==> src/rtl/dma_cfg_pkg.sv <==
package dma_cfg_pkg;
  localparam int unsigned DW  = 32;
  localparam int unsigned WIN = 5;

  localparam int unsigned OFS_CTL  = 0;
  localparam int unsigned OFS_CNT  = 1;
  localparam int unsigned OFS_PADR = 2;
  localparam int unsigned OFS_MADR = 3;
  localparam int unsigned OFS_PRIO = 4;

  typedef struct packed {
    logic [1:0] prio;
    logic [1:0] msize;
    logic [1:0] psize;
    logic       err_ie;
    logic       half_ie;
    logic       done_ie;
    logic       en;
  } chan_cfg_t;

  function automatic logic [DW-1:0] pack_cfg(input chan_cfg_t c);
    logic [DW-1:0] w;
    w        = '0;
    w[0]     = c.en;
    w[1]     = c.done_ie;
    w[2]     = c.half_ie;
    w[3]     = c.err_ie;
    w[9:8]   = c.psize;
    w[11:10] = c.msize;
    w[13:12] = c.prio;
    return w;
  endfunction

  function automatic chan_cfg_t unpack_cfg(input logic [DW-1:0] w);
    chan_cfg_t c;
    c.en      = w[0];
    c.done_ie = w[1];
    c.half_ie = w[2];
    c.err_ie  = w[3];
    c.psize   = w[9:8];
    c.msize   = w[11:10];
    c.prio    = w[13:12];
    return c;
  endfunction

  // size 1 -> halfword, size 2/3 -> word
  function automatic logic [DW-1:0] align_addr(input logic [DW-1:0] a, input logic [1:0] sz);
    logic [DW-1:0] r;
    r = a;
    if (sz[1])          r[1:0] = 2'b00;
    else if (sz == 2'd1) r[0]  = 1'b0;
    return r;
  endfunction
endpackage

==> src/rtl/dma_chan_slot.sv <==
module dma_chan_slot
  import dma_cfg_pkg::*;
#(
  parameter int unsigned BASE   = 0,
  parameter int unsigned BUS_AW = 6,
  parameter int unsigned CW     = 16
) (
  input  logic              clk_i,
  input  logic              rst_ni,
  input  logic [BUS_AW-1:0] addr_i,
  input  logic [DW-1:0]     wdata_i,
  input  logic              we_i,
  input  logic              err_evt_i,
  output chan_cfg_t         cfg_o,
  output logic [CW-1:0]     cnt_o,
  output logic [DW-1:0]     rd_word_o
);
  localparam logic [BUS_AW-1:0] A_CTL  = BUS_AW'(BASE + OFS_CTL);
  localparam logic [BUS_AW-1:0] A_CNT  = BUS_AW'(BASE + OFS_CNT);
  localparam logic [BUS_AW-1:0] A_PADR = BUS_AW'(BASE + OFS_PADR);
  localparam logic [BUS_AW-1:0] A_MADR = BUS_AW'(BASE + OFS_MADR);
  localparam logic [BUS_AW-1:0] A_PRIO = BUS_AW'(BASE + OFS_PRIO);

  chan_cfg_t     cfg_q;
  logic [CW-1:0] cnt_q;
  logic [DW-1:0] padr_q, madr_q;
  logic          unlocked;

  assign unlocked = ~cfg_q.en;

  always_ff @(posedge clk_i or negedge rst_ni) begin
    if (!rst_ni) begin
      cfg_q  <= '0;
      cnt_q  <= '0;
      padr_q <= '0;
      madr_q <= '0;
    end else begin
      if (we_i && addr_i == A_CTL)  cfg_q      <= unpack_cfg(wdata_i);
      if (we_i && addr_i == A_PRIO) cfg_q.prio <= wdata_i[1:0];
      if (err_evt_i)                cfg_q.en   <= 1'b0;
      if (we_i && unlocked) begin
        if (addr_i == A_CNT)  cnt_q  <= wdata_i[CW-1:0];
        if (addr_i == A_PADR) padr_q <= align_addr(wdata_i, cfg_q.psize);
        if (addr_i == A_MADR) madr_q <= align_addr(wdata_i, cfg_q.msize);
      end
    end
  end

  always_comb begin
    rd_word_o = '0;
    unique case (1'b1)
      addr_i == A_CTL:  rd_word_o = pack_cfg(cfg_q);
      addr_i == A_CNT:  rd_word_o = DW'(cnt_q);
      addr_i == A_PADR: rd_word_o = padr_q;
      addr_i == A_MADR: rd_word_o = madr_q;
      addr_i == A_PRIO: rd_word_o = DW'(cfg_q.prio);
      default:          rd_word_o = '0;
    endcase
  end

  assign cfg_o = cfg_q;
  assign cnt_o = cnt_q;
endmodule

==> src/rtl/dma_flag_unit.sv <==
module dma_flag_unit #(
  parameter int unsigned N_CH = 7
) (
  input  logic              clk_i,
  input  logic              rst_ni,
  input  logic              clr_we_i,
  input  logic [4*N_CH-1:0] clr_mask_i,
  input  logic [N_CH-1:0]   done_i,
  input  logic [N_CH-1:0]   half_i,
  input  logic [N_CH-1:0]   err_i,
  input  logic [N_CH-1:0]   done_ie_i,
  input  logic [N_CH-1:0]   half_ie_i,
  input  logic [N_CH-1:0]   err_ie_i,
  output logic [4*N_CH-1:0] stat_o,
  output logic [N_CH-1:0]   irq_o
);
  logic [4*N_CH-1:0] stat_q;

  for (genvar n = 0; n < N_CH; n++) begin : g_ch
    logic [3:0] clr, set, nxt, cur;
    assign cur = stat_q[4*n +: 4];
    assign clr = clr_we_i ? (clr_mask_i[4*n +: 4] | {4{clr_mask_i[4*n]}}) : 4'b0;
    assign set = {err_i[n], half_i[n], done_i[n], err_i[n] | half_i[n] | done_i[n]};
    // set after clear: a coincident event wins
    assign nxt = (cur & ~clr) | set;

    always_ff @(posedge clk_i or negedge rst_ni) begin
      if (!rst_ni) stat_q[4*n +: 4] <= 4'b0;
      else         stat_q[4*n +: 4] <= nxt;
    end

    assign irq_o[n] = cur[0] & ((cur[1] & done_ie_i[n]) |
                                (cur[2] & half_ie_i[n]) |
                                (cur[3] & err_ie_i[n]));
  end

  assign stat_o = stat_q;
endmodule

==> src/rtl/dma_rd_port.sv <==
module dma_rd_port
  import dma_cfg_pkg::*;
#(
  parameter int unsigned N_CH   = 7,
  parameter int unsigned BUS_AW = 6
) (
  input  logic              clk_i,
  input  logic              rst_ni,
  input  logic              re_i,
  input  logic [BUS_AW-1:0] addr_i,
  input  logic [DW-1:0]     slot_word_i [N_CH],
  input  logic [4*N_CH-1:0] stat_i,
  output logic [DW-1:0]     rdata_o
);
  localparam logic [BUS_AW-1:0] A_STAT = BUS_AW'(N_CH * WIN);

  logic [DW-1:0] word;

  always_comb begin
    word = '0;
    for (int n = 0; n < N_CH; n++) word |= slot_word_i[n];
    if (addr_i == A_STAT) word = DW'(stat_i);
  end

  always_ff @(posedge clk_i or negedge rst_ni) begin
    if (!rst_ni)   rdata_o <= '0;
    else if (re_i) rdata_o <= word;
  end
endmodule

==> src/rtl/dma_chan_regs.sv <==
module dma_chan_regs
  import dma_cfg_pkg::*;
#(
  parameter int unsigned N_CH   = 7,
  parameter int unsigned CW     = 16,
  parameter int unsigned BUS_AW = $clog2(N_CH * WIN + 2)
) (
  input  logic              clk_i,
  input  logic              rst_ni,
  input  logic [BUS_AW-1:0] addr_i,
  input  logic [DW-1:0]     wdata_i,
  input  logic              we_i,
  input  logic              re_i,
  output logic [DW-1:0]     rdata_o,
  input  logic [N_CH-1:0]   done_i,
  input  logic [N_CH-1:0]   half_i,
  input  logic [N_CH-1:0]   err_i,
  output logic [N_CH-1:0]   irq_o
);
  localparam logic [BUS_AW-1:0] A_CLR = BUS_AW'(N_CH * WIN + 1);

  chan_cfg_t          cfg   [N_CH];
  logic [DW-1:0]      sword [N_CH];
  logic [N_CH-1:0]    en_vec, done_ie, half_ie, err_ie;
  logic [CW*N_CH-1:0] cnt_flat;
  logic [4*N_CH-1:0]  stat_vec;

  for (genvar n = 0; n < N_CH; n++) begin : g_slot
    dma_chan_slot #(
      .BASE  (n * WIN),
      .BUS_AW(BUS_AW),
      .CW    (CW)
    ) u_slot (
      .clk_i    (clk_i),
      .rst_ni   (rst_ni),
      .addr_i   (addr_i),
      .wdata_i  (wdata_i),
      .we_i     (we_i),
      .err_evt_i(err_i[n]),
      .cfg_o    (cfg[n]),
      .cnt_o    (cnt_flat[CW*n +: CW]),
      .rd_word_o(sword[n])
    );
    assign en_vec[n]  = cfg[n].en;
    assign done_ie[n] = cfg[n].done_ie;
    assign half_ie[n] = cfg[n].half_ie;
    assign err_ie[n]  = cfg[n].err_ie;
  end

  dma_flag_unit #(.N_CH(N_CH)) u_flags (
    .clk_i     (clk_i),
    .rst_ni    (rst_ni),
    .clr_we_i  (we_i && addr_i == A_CLR),
    .clr_mask_i(wdata_i[4*N_CH-1:0]),
    .done_i    (done_i),
    .half_i    (half_i),
    .err_i     (err_i),
    .done_ie_i (done_ie),
    .half_ie_i (half_ie),
    .err_ie_i  (err_ie),
    .stat_o    (stat_vec),
    .irq_o     (irq_o)
  );

  dma_rd_port #(.N_CH(N_CH), .BUS_AW(BUS_AW)) u_rd (
    .clk_i      (clk_i),
    .rst_ni     (rst_ni),
    .re_i       (re_i),
    .addr_i     (addr_i),
    .slot_word_i(sword),
    .stat_i     (stat_vec),
    .rdata_o    (rdata_o)
  );
endmodule

==> config.mk <==
export PLATFORM = sky130hd
export DESIGN_NAME = dma_chan_regs
export DESIGN_NICKNAME = d
export VERILOG_FILES = /design/src/rtl/dma_cfg_pkg.sv /design/src/rtl/dma_chan_slot.sv /design/src/rtl/dma_flag_unit.sv /design/src/rtl/dma_rd_port.sv /design/src/rtl/dma_chan_regs.sv
export SDC_FILE = /design/constraint.sdc
export NUM_CORES = 1
export LEC_CHECK = 0
export BUFFER_PORTS_ARGS = -buffer_cell sky130_fd_sc_hd__buf_2
export CAP_MARGIN = 10
export CORE_ASPECT_RATIO = 2
export CORE_MARGIN = 4
export CORE_UTILIZATION = 59
export CTS_BUF_LIST = sky130_fd_sc_hd__clkbuf_4
export CTS_CLUSTER_DIAMETER = 200
export DETAILED_ROUTE_END_ITERATION = 16
export MAX_ROUTING_LAYER = met4
export PLACE_DENSITY = 0.81
export SYNTH_ARGS = -nofsm -noshare
export SYNTH_HDL_FRONTEND = slang
export SYNTH_HIERARCHICAL = 1
export SYNTH_SLANG_ARGS = --single-unit
==> constraint.sdc <==
create_clock -name clk_i -period 1.6 [get_ports clk_i]
set_input_delay 0.16 -clock clk_i [delete_from_list [all_inputs] [get_ports clk_i]]
set_output_delay 0.16 -clock clk_i [all_outputs]
set_load 0.02 [all_outputs]
==> impl_metrics.py, run 1 <==
metrics = {
    "sta": {
        "whs_ns": 0.06248,
        "drv_slew": 0,
        "slew_headroom_pct": 35.44,
        "fmax_mhz": 432.7,
        "fin_worst_skew_ns": 0.06192,
        "min_period_ns": 2.311,
        "fin_crit_sh_pct": 144.4,
        "rsz0062_at_grt": "true",
        "hold_violations": 0,
        "tightest_slew_ns": 0.9632,
        "fin_ws_ns": -0.7109,
        "setup_violations": 416,
    },
    "critical_path": {
        "end_kind": "primary output",
        "worstSetupPathType": "register to primary output",
        "startpoint_type": "register",
        "required_ns": 1.44,
        "worstPathMaxFanout": 2,
        "cp_data_arrival_time_ns": 2.15,
    },
    "finish": {
        "multiInputGateArea_um2": 16090,
        "stdcell_area_um2": 43280,
        "fillers": 3051,
        "final_cell_mix": "684 x dfrtp_1, 353 x buf_4, 325 x mux2_4, 292 x mux2_2, 218 x clkbuf_4",
        "fin_cells": 3998,
        "final_nets": 3193,
        "area_growth_syn_to_layout_pct": 29.23,
        "final_common_cell": "dfrtp_1",
        "fin_util_pct": 77.05,
        "final-seq-area_um2": 17270,
        "drive_above_1_share_pct": 48.46,
    },
    "place": {
        "place_inst": 3529,
        "dpl_worst_slack_ns": -0.8404,
        "dp_hpwl_um": 73500,
        "port-buffer-count": 101,
        "gp_congestion": 0.9728,
        "place_area_um2": 38070,
    },
    "power": {
        "p_switching_uw": 12210,
        "swShare_pct": 28.59,
        "clockPowerShare_pct": 33.0,
        "p_int_uw": 30500,
        "power_density_nw_per_um2": 987.0,
        "p_comb_share_pct": 17.5,
        "leakagePower_uw": 0.02087,
        "p_seq_share_pct": 49.5,
        "peakVddDrop_uv": 652.2,
    },
    "logic_synthesis": {
        "ys_types": 76,
        "netlist_area_um2": 33490,
        "syn-num-nets": 2501,
        "ys_seq_area_share_pct": 51.55,
        "synthCells": 2438,
        "synth-edff-count": 0,
        "syn_area_per_cell_um2": 13.74,
        "synthArstFlopShare_pct": 100.0,
        "ys_top_cells_by_area": "dfrtp_1 52%, mux2_2 13%, mux2_4 9.1%",
        "synth_top_cell_area_share_pct": 51.55,
        "synth_warnings": 6,
        "yosysTopAreaCell": "dfrtp_1",
        "synth-seq-cells": 690,
        "synth_ff_type": "dfrtp_1",
    },
    "run": {
        "drv_cap": 0,
    },
    "die": {
        "die_y_um": 344.9,
        "die-area_um2": 60870,
        "rows": 123,
        "initial_core_util_pct": 59.62,
        "core_um2": 56170,
        "dieWidth_um": 176.5,
        "boundaryPins": 102,
    },
    "cts": {
        "htreeDepth": 4,
        "clk_path_buf_depth": 3,
        "insertion_delay_ns": 0.95,
        "cts-buffers-inserted": 152,
        "clkTransAtPathRegs_ns": 0.08,
        "cts_tree": "yes",
        "cts.sinks": 690,
        "cts_root_buf": "clkbuf_4",
    },
    "worst_hold_path": {
        "min_path_type": "input pin to register",
    },
    "grt": {
        "grt_pass1_vias": 28170,
        "grtUsageTotal_pct": 38.29,
        "overflow": 0,
        "grt_pass1_wl_um": 170800,
        "antenna_found_initial": 4,
        "grt_max_degree": 82,
    },
    "detailed_routing": {
        "drt_iter0_drc": 3249,
        "firstDrtPassIters": 8,
        "wl_um": 117500,
        "dr_total_vias": 26660,
        "postRouteAntennaNets": 0,
        "via_per_inst": 6.667,
        "wl_per_cell_um": 29.40,
        "drc": 0,
    },
    "outcome": {
        "outcome": "finished with violations",
        "violations": "negative setup slack",
    },
}
## state kept, by name (all words and copies together), names as in the netlist
register / count
g_slot.u_slot/cfg_o: 70
u_flags/g_ch.cur: 28
g_slot.u_slot/madr_q: 224
g_slot.u_slot/padr_q: 224
g_slot.u_slot/cnt_o: 112
u_rd/rdata_o: 32
## layout make-up
type | count | area share (%)
diodes | 6 | 0.03469
clock buffers | 217 | 3.764
clock inverters | 49 | 0.6765
inverters | 47 | 0.4076
multi-input cells | 1547 | 37.18
flip-flops and latches | 690 | 39.91
well taps | 750 | 2.168
repair buffers | 692 | 15.86
## worst paths after layout
path	startpoint	end	slack [ns]	cells after the start
max reg2reg	g_slot[3].u_slot/cfg_o[9]	u_rd/rdata_o[1]	-0.33	5
max in group asynchronous	rst_ni	g_slot[2].u_slot/madr_q[22]	0.56	4
min reg2reg	g_slot[0].u_slot/madr_q[24]	g_slot[0].u_slot/madr_q[24]	0.50	1
min in group asynchronous	rst_ni	g_slot[0].u_slot/cfg_o[1]	0.48	4
max	g_slot[6].u_slot/cfg_o[1]	irq_o[6]	-0.71	4
min	addr_i[5]	g_slot[3].u_slot/cfg_o[8]	0.06	5
## cell usage after synthesis (all sizes together) (8+ instances only)
| library cell | instances |
|---|---|
| o21ai | 26 |
| o22ai | 40 |
| or2 | 8 |
| nor3b | 19 |
| nand2b | 10 |
| o211a | 28 |
| a221o | 44 |
| buf | 110 |
| o211ai | 11 |
| o31ai | 30 |
| mux2 | 624 |
| o2bb2ai | 26 |
| a22o | 78 |
| a21oi | 14 |
| dfrtp | 690 |
| nand4b | 8 |
| nor4 | 35 |
| nand4 | 27 |
| nand3 | 28 |
| nor2 | 62 |
| nor2b | 33 |
| o221ai | 13 |
| nand2 | 24 |
| nand3b | 9 |
| clkbuf | 44 |
| a21o | 21 |
| nor3 | 86 |
| mux2i | 162 |
| inv | 46 |
## cells by family (layout without fill, tap and decap cells)
kind of cell,after synthesis,in the layout,share of synthesized area [%]
multiplexers,788,788,28.22
flip-flops,690,690,51.55
AND/OR/NAND/NOR,391,391,7.763
AO/OA/AOI/OAI,368,368,8.977
buffers and inverters,201,1005,3.485
other,0,6,0
## power groups by stage
stage,clock network (uW),logic (uW),registers (uW)
after global placement,0,6140,21100
after global routing,15100,7830,21300
after detailed placement,0,6390,21300
final,14100,7480,21100
after CTS,14100,7090,21000
after floorplan,0,3720,20900
## worst max-delay path, cell delays in order, from the launching register on
cell and delay (ns):
dfrtp_1 0.40, buf_6 0.13, a222oi_1 0.41, nor2b_1 0.11, buf_4 0.18
## per-layer routing
metal / global-route usage [%] / part of all wire, %
met2: 60.88 / 48
met3: 7.711 / 8.3
met4: 32.98 / 11
met1: 40.59 / 33
met5: - / 0
## stage by stage
stage / TNS, ns / total power [uW]
after global routing: -39.94 / 44220
after floorplan: -20.70 / 24580
after detailed placement: -185.73 / 27650
final: -40.43 / 42720
after global placement: -164.21 / 27210
after CTS: -37.85 / 42210
## repair_timing
action                      CTS  global route
hold buffers                118             2
hold endpoints to repair   1261             7
cloned                       11             5
setup endpoints to repair   226           392
setup buffers                42            36
resized for setup           233            92
pin swaps                    33            37
Note: power is estimated with default switching activity, not from simulation.
==> run 2, diff against run 1 <==
--- a/config.mk
+++ b/config.mk
@@ -9,12 +9,12 @@
 export CAP_MARGIN = 10
 export CORE_ASPECT_RATIO = 2
 export CORE_MARGIN = 4
-export CORE_UTILIZATION = 59
+export CORE_UTILIZATION = 60
 export CTS_BUF_LIST = sky130_fd_sc_hd__clkbuf_4
 export CTS_CLUSTER_DIAMETER = 200
 export DETAILED_ROUTE_END_ITERATION = 16
 export MAX_ROUTING_LAYER = met4
-export PLACE_DENSITY = 0.81
+export PLACE_DENSITY = 0.79
 export SYNTH_ARGS = -nofsm -noshare
 export SYNTH_HDL_FRONTEND = slang
 export SYNTH_HIERARCHICAL = 1
==> constraint.sdc (replaced) <==
create_clock -name clk_i -period 2.5 [get_ports clk_i]
set_input_delay 0.25 -clock clk_i [delete_from_list [all_inputs] [get_ports clk_i]]
set_output_delay 0.25 -clock clk_i [all_outputs]
set_load 0.02 [all_outputs]
==> run 2 against run 1 <==
The flow still finishes with violations (negative setup slack). Total power fell by 39%. Cell area fell by 11%. Combinational power fell by 49%. Sequential cell count did not move. Worst setup slack improved by 0.60 ns. Critical endpoint is now irq_o[4].
==> impl_metrics.py, run 2 (synthesized netlist as in run 1, its figures left out) <==
metrics = {
    "worst_hold_path": {
        "hold_end": "u_flags/g_ch[0].cur[1]",
        "min_path_type": "input pin to register",
        "whs_path_depth": 3,
        "hp-start": "done_i[0]",
    },
    "sta": {
        "min_period_ns": 2.615,
        "rsz0062_at_grt": "true",
        "tightest_slew_ns": 1.075,
        "slew_headroom_pct": 28.31,
        "setup_violations": 2,
        "drv_slew": 0,
        "whs_ns": 0.1029,
        "fin_ws_ns": -0.1152,
        "fin_worst_skew_ns": 0.06000,
        "fin_crit_sh_pct": 104.6,
        "fmax_mhz": 382.4,
        "timing.setup.tns_ns": -0.1313,
        "hold_violations": 0,
    },
    "outcome": {
        "violations": "negative setup slack",
        "outcome": "finished with violations",
    },
    "die": {
        "core_um2": 55260,
        "boundaryPins": 102,
        "die-area_um2": 59890,
        "die_y_um": 342.1,
        "rows": 122,
        "initial_core_util_pct": 60.61,
        "dieWidth_um": 175.1,
    },
    "detailed_routing": {
        "via_per_inst": 6.501,
        "firstDrtPassIters": 6,
        "postRouteAntennaNets": 0,
        "dr_total_vias": 23940,
        "drc": 0,
        "wl_per_cell_um": 28.20,
        "wl_um": 103800,
        "drt_iter0_drc": 1804,
    },
    "critical_path": {
        "worstSetupPathType": "register to primary output",
        "crit_chain": "a222oi_1 -> nor2b_2 -> buf_6",
        "regToRegEndpoint": "g_slot[1].u_slot/madr_q[30]",
        "cp_data_arrival_time_ns": 2.37,
        "worstPathMaxFanout": 2,
        "r2r_cells": 4,
        "r2r_slack_ns": 0.45,
        "end_kind": "primary output",
        "r2r_start": "g_slot[1].u_slot/cfg_o[0]",
        "slowest_stage": "a222oi_1",
        "critPathMaxStageDelay_ns": 0.61,
        "required_ns": 2.25,
        "startpoint_type": "register",
    },
    "finish": {
        "fin_cells": 3682,
        "final_cell_mix": "689 x dfrtp_1, 392 x mux2_2, 223 x clkbuf_4, 202 x mux2_4, 162 x mux2i_1",
        "final_nets": 2874,
        "area_growth_syn_to_layout_pct": 15.43,
        "final-seq-area_um2": 17270,
        "fillers": 3852,
        "multiInputGateArea_um2": 15090,
        "final_common_cell": "dfrtp_1",
        "drive_above_1_share_pct": 40.29,
    },
    "grt": {
        "grtUsageTotal_pct": 35.68,
        "overflow": 0,
        "grt_pass1_vias": 26010,
        "antenna_found_initial": 5,
        "grt_pass1_wl_um": 157300,
        "grt_max_degree": 113,
    },
    "place": {
        "dpl_worst_slack_ns": -0.1456,
        "place_inst": 3311,
        "gp_congestion": 0.9459,
        "port-buffer-count": 101,
        "dp_hpwl_um": 69560,
    },
    "cts": {
        "clk_path_buf_depth": 3,
        "insertion_delay_ns": 0.94,
        "cts_root_buf": "clkbuf_4",
        "cts-buffers-inserted": 156,
        "cts_tree": "yes",
        "cts.sinks": 690,
        "htreeDepth": 4,
        "clkTransAtPathRegs_ns": 0.07,
    },
    "power": {
        "power_density_nw_per_um2": 674.8,
        "leakagePower_uw": 0.01865,
        "peakVddDrop_uv": 576.9,
    },
    "run": {
        "drv_cap": 0,
    },
}
-- run 2: how the worst max path moves through the flow --
stage | end | startpoint | depth (start not counted)
floorplan | u_rd/rdata_o[29] | addr_i[0] | 10
global placement | u_rd/rdata_o[28] | addr_i[3] | 8
detailed placement | u_rd/rdata_o[30] | addr_i[3] | 8
CTS | irq_o[4] | g_slot[4].u_slot/cfg_o[1] | 3
global route | irq_o[4] | g_slot[4].u_slot/cfg_o[1] | 3
finish | irq_o[4] | g_slot[4].u_slot/cfg_o[1] | 3
-- run 2: power breakdown --
group	switching, uW	leakage, uW	internal, uW
registers	917	0.00904	12600
clock network	4590	0.00114	4240
logic	1800	0.00846	1990
-- run 2: cell type report --
class | instances | share of cell area, %
antenna | 7 | 0.04531
clock buffer | 223 | 4.330
clock inverter | 55 | 0.7088
inverter | 47 | 0.4563
multi-input combinational | 1547 | 39.04
sequential | 690 | 44.66
tap | 744 | 2.408
timing repair buffer | 369 | 8.350
-- run 2: stage by stage --
| step | cell area (um2) | power (uW) | utilization [%] |
|---|---|---|---|
| 2_1_floorplan | 33490 | 15650 | - |
| 3_3_place_gp | 35820 | 17070 | 64.83 |
| 3_5_place_dp | 35820 | 17310 | 64.83 |
| 4_1_cts | 38640 | 26230 | 69.92 |
| 5_1_grt | 38660 | 27250 | 69.96 |
| 6_report | 38660 | 26090 | 69.96 |
-- run 2: timing repair --
action                                  in CTS  in global routing
pin swaps                                    1                  1
endpoints found under the setup margin       1                  2
hold buffers                                82                  0
resized for setup                            4                  0
buffers inserted                             3                  1
hold endpoints to repair                  1117                  0
-- run 2: metal layers --
metal	vias up	global-route usage, %	part of all wire [%]
li1	10060	-	-
met1	12220	38.39	35
met2	1202	59.11	50
met3	455	6.779	6.3
met4	0	25.40	8.4
met5	-	-	0
-- run 2: critical path: cells and delay by family (launching register included) --
kind | cells | cell delay (ns)
simple gates | 1 | 0.21
compound gates | 1 | 0.61
flops | 1 | 0.44
buf+inv | 1 | 0.19
==> run 3, diff against run 2 <==
--- a/config.mk
+++ b/config.mk
@@ -15,6 +15,7 @@
 export DETAILED_ROUTE_END_ITERATION = 16
 export MAX_ROUTING_LAYER = met4
 export PLACE_DENSITY = 0.79
+export REMOVE_ABC_BUFFERS = 1
 export SYNTH_ARGS = -nofsm -noshare
 export SYNTH_HDL_FRONTEND = slang
 export SYNTH_HIERARCHICAL = 1
==> run 3 against run 2 <==
Sequential cell count stayed put. Count of clock-buffer cells in the layout is 12 higher. Die area stayed put. The flow now finishes without violations. Highest routed layer unchanged. Critical path type is now input pin to register.
==> impl_metrics.py, run 3 (synthesized netlist as in run 1, its figures left out) <==
metrics = {
    "outcome": {
        "outcome": "finished clean",
    },
    "grt": {
        "grtUsageTotal_pct": 33.23,
        "grt_pass1_wl_um": 148600,
        "grt_max_degree": 119,
        "overflow": 0,
        "antenna_found_initial": 3,
        "grt_pass1_vias": 25630,
    },
    "finish": {
        "final_common_cell": "dfrtp_1",
        "final_nets": 2849,
        "stdcell_area_um2": 38490,
        "fin_util_pct": 69.66,
        "area_growth_syn_to_layout_pct": 14.93,
        "final_cell_mix": "690 x dfrtp_1, 392 x mux2_2, 235 x clkbuf_4, 202 x mux2_4, 162 x mux2i_1",
        "fin_cells": 3643,
        "drive_above_1_share_pct": 40.57,
    },
    "cts": {
        "insertion_delay_ns": 0.89,
        "cts_tree": "yes",
        "clk_path_buf_depth": 3,
        "cts_resized": 0,
        "clkTransAtPathRegs_ns": 0.06,
        "cts-buffers-inserted": 153,
        "cts.sinks": 690,
        "htreeDepth": 4,
        "cts_root_buf": "clkbuf_4",
    },
    "power": {
        "p_seq_share_pct": 51.3,
        "swShare_pct": 26.72,
        "peakVddDrop_uv": 401.0,
        "p_int_uw": 19180,
        "p_comb_share_pct": 14.0,
        "clockPowerShare_pct": 34.7,
        "p_switching_uw": 6996,
        "power_density_nw_per_um2": 680.1,
        "leakagePower_uw": 0.01861,
    },
    "place": {
        "place_area_um2": 35770,
        "port-buffer-count": 101,
        "dp_hpwl_um": 65040,
        "gp_congestion": 0.9792,
        "place_inst": 3304,
    },
    "die": {
        "die-area_um2": 59890,
        "boundaryPins": 102,
        "die_y_um": 342.1,
        "core_um2": 55260,
        "initial_core_util_pct": 60.61,
        "dieWidth_um": 175.1,
        "rows": 122,
    },
    "sta": {
        "fmax_mhz": 409.9,
        "fin_worst_skew_ns": 0.06664,
        "min_period_ns": 2.440,
        "drv_slew": 0,
        "tightest_slew_ns": 1.011,
        "timing.setup.tns_ns": 0,
        "slew_headroom_pct": 32.38,
        "whs_ns": 0.08411,
        "setup_violations": 0,
        "hold_violations": 0,
        "rsz0062_at_grt": "false",
        "fin_crit_sh_pct": 97.59,
    },
    "detailed_routing": {
        "firstDrtPassIters": 5,
        "drc": 0,
        "via_per_inst": 6.490,
        "drt_iter0_drc": 2146,
        "wl_per_cell_um": 26.45,
        "dr_total_vias": 23640,
        "postRouteAntennaNets": 0,
        "wl_um": 96370,
    },
    "critical_path": {
        "crit_family": "buffers and inverters",
        "cp_num_buf_inv": 4,
        "slowest_stage": "dlygate4sd3_1",
        "startpoint_type": "input pin",
        "required_ns": 3.25,
        "cp_data_arrival_time_ns": 3.19,
        "path_common_cell": "dlygate4sd3_1",
        "end_kind": "register",
        "worstSetupPathType": "input pin to register",
        "crit_chain": "dlygate4sd3_1 -> buf_2 -> nand4b_1 -> nor4_4 -> buf_12 -> nand2_1 -> a2111o_1 -> dlygate4sd3_1",
        "critPathMaxStageDelay_ns": 0.57,
        "worstPathMaxFanout": 20,
    },
    "worst_hold_path": {
        "min_path_type": "input pin to register",
    },
    "run": {
        "drv_cap": 0,
    },
}
[run 3: what timing repair did]
action / 4_1_cts / 5_1_grt
setup endpoints to repair: 0 / 0
hold endpoints to repair: 1062 / 0
hold buffers: 71 / 0
setup buffers: 0 / 0
[run 3: layout make-up]
cell class	instances	area, um2
Sequential cell	690	17270
Fill cell	3911	16770
Multi-Input combinational cell	1547	15090
Timing Repair Buffer	347	3029
Clock buffer	235	1764
Tap cell	744	930.9
Clock inverter	30	227.7
Inverter	47	176.4
Antenna cell	3	7.507
[run 3: power groups by stage]
stage	registers [uW]	logic (uW)	clock network, uW
floorplan	13300	2170	0
global placement	13500	3430	0
detailed placement	13600	3580	0
CTS	13400	3660	9290
global route	13600	3940	9860
finish	13400	3670	9070
[run 3: worst min-delay path, delay by kind of cell]
| family | cells | cell delay (ns) |
|---|---|---|
| AO/OA/AOI/OAI | 1 | 0.12 |
| buffers and inverters | 1 | 0.35 |
| AND/OR/NAND/NOR | 1 | 0.17 |
[run 3: worst paths after layout]
path | from | end | slack [ns] | cells past startpoint
setup / recovery | we_i | u_flags/g_ch[4].cur[0] | 0.06 | 8
hold / removal | wdata_i[8] | u_flags/g_ch[2].cur[0] | 0.08 | 3
setup reg to reg | g_slot[3].u_slot/cfg_o[9] | u_rd/rdata_o[1] | 0.47 | 5
hold reg to reg | g_slot[5].u_slot/padr_q[14] | g_slot[5].u_slot/padr_q[14] | 0.49 | 1
max in group asynchronous | rst_ni | g_slot[6].u_slot/cnt_o[8] | 1.25 | 4
min in group asynchronous | rst_ni | g_slot[5].u_slot/madr_q[23] | 0.60 | 4
[run 3: stage by stage]
stage	power [uW]	setup WS (ns)
floorplan	15510	-0.2584
global placement	16940	-0.003587
detailed placement	17190	-0.01426
CTS	26370	0.07358
global route	27360	0.05347
finish	26180	0.06015
[run 3: routing by layer]
metal	up-vias	track usage [%]	share of wire, %
li1	9995	-	-
met1	12020	35.90	35
met2	1153	54.80	50
met3	470	5.443	5.9
met4	0	25.14	9.1
met5	-	-	0
